--- src/rtl/rtg_pkg.sv ---
package rtg_pkg;

   // Start value loaded into the low bits when a counter enters blanking.
   function automatic int unsigned blank_preload(input int unsigned act_bits,
                                                 input int unsigned retrace);
      return (int'(1) << act_bits) - retrace;
   endfunction

   // Whether a sync window fits inside the retrace interval.
   function automatic bit window_fits(input int unsigned start,
                                      input int unsigned len,
                                      input int unsigned retrace);
      return (len >= 1) && (start + len <= retrace);
   endfunction

endpackage

--- src/rtl/rtg_preload_counter.sv ---
module rtg_preload_counter
   import rtg_pkg::*;
#(
   parameter int unsigned ACT_BITS = 8,
   parameter int unsigned RETRACE  = 64
) (
   input  logic              clk,
   input  logic              rst,
   input  logic              step,
   output logic [ACT_BITS:0] cnt,
   output logic              at_end
);
   localparam int unsigned PRE_INT = blank_preload(ACT_BITS, RETRACE);
   localparam logic [ACT_BITS-1:0] PRE = ACT_BITS'(PRE_INT);

   logic                blank_q;
   logic [ACT_BITS-1:0] low_q;
   logic                low_full;

   assign low_full = &low_q;

   always_ff @(posedge clk) begin
      if (rst) begin
         blank_q <= 1'b0;
         low_q   <= '0;
      end else if (step) begin
         if (low_full) begin
            blank_q <= ~blank_q;
            low_q   <= blank_q ? '0 : PRE;
         end else begin
            low_q   <= low_q + 1'b1;
         end
      end
   end

   assign cnt    = {blank_q, low_q};
   assign at_end = blank_q & low_full;

endmodule

--- src/rtl/rtg_sync_window.sv ---
module rtg_sync_window
   import rtg_pkg::*;
#(
   parameter int unsigned ACT_BITS  = 8,
   parameter int unsigned RETRACE   = 64,
   parameter int unsigned WIN_START = 8,
   parameter int unsigned WIN_LEN   = 24,
   parameter bit          SYNC_HIGH = 1'b1
) (
   input  logic [ACT_BITS:0] cnt,
   output logic              sync
);
   localparam logic [ACT_BITS-1:0] PRE    = ACT_BITS'(blank_preload(ACT_BITS, RETRACE));
   localparam logic [ACT_BITS:0]   W_LO   = (ACT_BITS+1)'(WIN_START);
   localparam logic [ACT_BITS:0]   W_HI   = (ACT_BITS+1)'(WIN_START + WIN_LEN);

   logic [ACT_BITS-1:0] offset;
   logic [ACT_BITS:0]   offset_x;
   logic                in_win;

   assign offset   = cnt[ACT_BITS-1:0] - PRE;
   assign offset_x = {1'b0, offset};
   assign in_win   = cnt[ACT_BITS] && (offset_x >= W_LO) && (offset_x < W_HI);

   generate
      if (SYNC_HIGH) begin : g_pos
         assign sync = in_win;
      end else begin : g_neg
         assign sync = ~in_win;
      end
   endgenerate

endmodule

--- src/rtl/rtg_raster_timing.sv ---
module rtg_raster_timing
   import rtg_pkg::*;
#(
   parameter int unsigned ACT_BITS  = 8,
   parameter int unsigned H_RETRACE = 64,
   parameter int unsigned V_RETRACE = 8,
   parameter int unsigned HS_START  = 8,
   parameter int unsigned HS_LEN    = 24,
   parameter int unsigned VS_START  = 2,
   parameter int unsigned VS_LEN    = 3,
   parameter bit          SYNC_HIGH = 1'b1
) (
   input  logic              clk,
   input  logic              rst,
   input  logic              pix_en,
   output logic [ACT_BITS:0] elem_cnt,
   output logic [ACT_BITS:0] line_cnt,
   output logic              h_blank,
   output logic              v_blank,
   output logic              h_sync,
   output logic              v_sync,
   output logic              line_tick
);
   localparam int unsigned SPAN = 1 << ACT_BITS;

   generate
      if (ACT_BITS < 2 || ACT_BITS > 16) begin : g_bad_bits
         $error("rtg_raster_timing: ACT_BITS out of range");
      end
      if (H_RETRACE < 1 || H_RETRACE > SPAN) begin : g_bad_hret
         $error("rtg_raster_timing: H_RETRACE out of range");
      end
      if (V_RETRACE < 1 || V_RETRACE > SPAN) begin : g_bad_vret
         $error("rtg_raster_timing: V_RETRACE out of range");
      end
      if (!window_fits(HS_START, HS_LEN, H_RETRACE)) begin : g_bad_hs
         $error("rtg_raster_timing: horizontal sync window outside retrace");
      end
      if (!window_fits(VS_START, VS_LEN, V_RETRACE)) begin : g_bad_vs
         $error("rtg_raster_timing: vertical sync window outside retrace");
      end
   endgenerate

   logic h_end;
   logic v_end_unused;
   logic h_step;

   assign h_step = pix_en;

   rtg_preload_counter #(.ACT_BITS(ACT_BITS), .RETRACE(H_RETRACE)) u_hcnt (
      .clk    (clk),
      .rst    (rst),
      .step   (h_step),
      .cnt    (elem_cnt),
      .at_end (h_end)
   );

   assign line_tick = pix_en & h_end;

   rtg_preload_counter #(.ACT_BITS(ACT_BITS), .RETRACE(V_RETRACE)) u_vcnt (
      .clk    (clk),
      .rst    (rst),
      .step   (line_tick),
      .cnt    (line_cnt),
      .at_end (v_end_unused)
   );

   assign h_blank = elem_cnt[ACT_BITS];
   assign v_blank = line_cnt[ACT_BITS];

   rtg_sync_window #(
      .ACT_BITS(ACT_BITS), .RETRACE(H_RETRACE),
      .WIN_START(HS_START), .WIN_LEN(HS_LEN), .SYNC_HIGH(SYNC_HIGH)
   ) u_hsync (
      .cnt  (elem_cnt),
      .sync (h_sync)
   );

   rtg_sync_window #(
      .ACT_BITS(ACT_BITS), .RETRACE(V_RETRACE),
      .WIN_START(VS_START), .WIN_LEN(VS_LEN), .SYNC_HIGH(SYNC_HIGH)
   ) u_vsync (
      .cnt  (line_cnt),
      .sync (v_sync)
   );

endmodule

--- config.mk ---
export PLATFORM = sky130hd
export DESIGN_NAME = rtg_raster_timing
export DESIGN_NICKNAME = d
export VERILOG_FILES = /design/src/rtl/rtg_pkg.sv /design/src/rtl/rtg_preload_counter.sv /design/src/rtl/rtg_sync_window.sv /design/src/rtl/rtg_raster_timing.sv
export SDC_FILE = /design/constraint.sdc
export NUM_CORES = 1
export LEC_CHECK = 0
export ABC_AREA = 1
export BUFFER_PORTS_ARGS = -buffer_cell sky130_fd_sc_hd__buf_2
export CAP_MARGIN = 20
export CORE_UTILIZATION = 47
export DETAILED_ROUTE_END_ITERATION = 6
export MAX_ROUTING_LAYER = met4
export PLACE_DENSITY = 0.74
export RECOVER_POWER = 50
export SYNTH_ARGS = -nofsm -noshare
export SYNTH_HDL_FRONTEND = slang
export SYNTH_SLANG_ARGS = --single-unit
--- constraint.sdc ---
create_clock -name clk -period 1.3 [get_ports clk]
set_input_delay 0.065 -clock clk [delete_from_list [all_inputs] [get_ports clk]]
set_output_delay 0.065 -clock clk [all_outputs]
set_load 0.02 [all_outputs]
==> metrics.cfg <==
[routing]
firstDrtPassIters = 4
viasPerCell = 5.25
vias = 1266
drcViolationCount = 0
finalWirelength_mm = 3.16
ant_nets = 0
drt-wirelength-per-cell_um = 13.1
drt-initial-drc-count = 23

[min_path]
hold_depth = 2
hold_path_class = in2reg

[sta]
timing.final.ws_setup_ns = -0.283
holdWs_ns = 0.0251
min_period_ns = 1.58
finalCritPeriodShare_pct = 122
rsz0062_at_grt = true
hold_violations = 0
slew_viol_final = 0
setup-tns-final_ns = -0.627
skew_ns = 0.00528
timing.fmax_mhz = 632
finalSetupViolCount = 8
max_slew_margin_pct = 79.6
tightest_slew_ns = 0.304

[job]
maxCapViolations = 0

[synthesis]
avgSynthCellArea_um2 = 6.78
ys_async_sr_fraction_pct = 0
synth-seq-cells = 18
synthTopCellsByCount = 38 x nand2_1, 24 x inv_1, 18 x dfxtp_1
synthTopCellsByArea = dfxtp_1 32%, nand2_1 13%, inv_1 7.9%
synth_most_common_cell = nand2_1
netlist_instances = 168
synth_top_cell_by_area = dfxtp_1
synth_flop_cell = dfxtp_1
synth_nets = 177
yosysWarnings = 0
yosysTopAreaCellShare_pct = 31.6
synth_edf_count = 0
synth_seq_area_share_pct = 31.6
ys_types = 26
synth_area_mm2 = 0.00114

[global_route]
grt_pass1_vias = 1200
grt_overflow_total = 0
grt_antenna_before_repair = 0
track_usage_pct = 26.3
grt_pass1_wl_mm = 4.98
grt_max_degree = 11

[floorplan]
die_area_mm2 = 0.00262
die_y_um = 51.2
row_count = 17
dieWidth_um = 51.2
core_area_mm2 = 0.00225
io_pins = 26
initial_utilization_pct = 50.5

[outcome]
status = finished with violations
violations = setup timing

[clocking]
cts_sinks = 18
cts_buffers = 3
htree_levels = 1
cts_max_path_buffers = 2
cts_tree = yes
clkTransAtPathRegs_ns = 0.11
ctsHoldBuffers = 0
insertion_delay_ns = 0.29
cts_root_buffer = clkbuf_4

[power_and_ir_drop]
total_power_uw = 978
leakagePower_uw = 0.000773
powerDensity_mw_per_mm2 = 589
ir_drop_mv = 0.474

[placed_design]
portBuffers = 25
dpl.hpwl_mm = 2.22
gp_congestion = 0.976

[worst_setup_path]
reg2reg_depth = 10
arrival_ns = 1.52
path_class = reg2out
crit_path_start_kind = flop
required_ns = 1.24
cp_max_fo = 4
worst_setup_path_end_kind = primary output

[cells_and_area]
nets = 223
syn_to_final_growth_pct = 45.7
diodes = 0
final_layout_size_suffix_gt1_share_pct = 46.9

## final cells by class
type / count / area (um2)
multi-input combinational: 121 / 803
timing repair buffer: 43 / 283
sequential: 18 / 393
timing repair inverter: 1 / 6.26
tap: 28 / 35.0
inverter: 26 / 103
fill: 172 / 596
clock buffer: 4 / 36.3
## placed cells by master, fill, tap and decap left out, types with 2 or more instances in the layout
cell type / n
nand2_1: 32
buf_2: 22
inv_1: 19
buf_4: 17
nor2_1: 14
nand3_1: 11
a21oi_1: 11
nand2_2: 8
dfxtp_2: 8
dfxtp_4: 6
inv_2: 5
o21ai_1: 5
o21ai_0: 4
nor2_4: 4
nor3_1: 4
buf_6: 4
dfxtp_1: 4
nand3_2: 3
ha_4: 3
clkbuf_4: 3
nand3_4: 2
nor3_4: 2
nand4_1: 2
nor2_2: 2
o21ai_2: 2
ha_1: 2
## logic make-up after synthesis
group                    share of synthesized area (%)
AND/OR/NAND/NOR                                   38.2
buffers and inverters                             10.5
AO/OA/AOI/OAI                                     11.4
flip-flops                                        31.6
adder cells (fa/ha/maj)                           6.59
XOR/XNOR                                          1.54
## sequential cells by signal, summed over array words and instances, names as in the netlist
name and cells:
u_vcnt.low_q 8, u_vcnt.blank_q 1, u_hcnt.blank_q 1, u_hcnt.low_q 8
## final timing paths
check | slack [ns] | from | endpoint
worst min register to register | 0.53 | u_vcnt.low_q[1] | u_vcnt.low_q[1]
worst min-delay path | 0.03 | rst | u_vcnt.low_q[3]
worst max register to register | -0.08 | u_hcnt.low_q[1] | u_vcnt.low_q[5]
worst max-delay path | -0.28 | u_vcnt.low_q[3] | v_sync
## metal layers
layer	global-route usage (%)	share of wire, %
met5	-	0
met4	11.7	1.5
met1	28.7	42
met3	5.65	4.1
met2	45.6	52
## power by group
part / switching [uW] / internal [uW]
logic: 40.8 / 25.4
clock network: 185 / 171
registers: 7.26 / 548
total: 233 / 744
## through the flow
stage	utilization, %	cells	worst slack [ns]	area [um2]
after floorplan	-	168	0.00329	1230
after global placement	64.3	229	-0.00867	1450
after detailed placement	64.3	229	-0.0471	1450
after CTS	70.9	240	-0.269	1600
after global routing	73.6	241	-0.343	1660
final	73.6	241	-0.283	1660
## critical path, cell delays in order (launching register included)
cell and delay, ns:
dfxtp_2 0.35, ha_4 0.17, inv_2 0.06, nand2_2 0.04, nand2_1 0.05, nand4_1 0.15
a211oi_4 0.25, buf_6 0.14
## what timing repair did
action                                  4_1_cts  5_1_grt
gates resized for setup                      18       19
endpoints found under the setup margin        9       16
pin swaps                                     6        7
buffers inserted                              7        2
gates cloned                                  0        1
(Power assumes the default switching activity.)
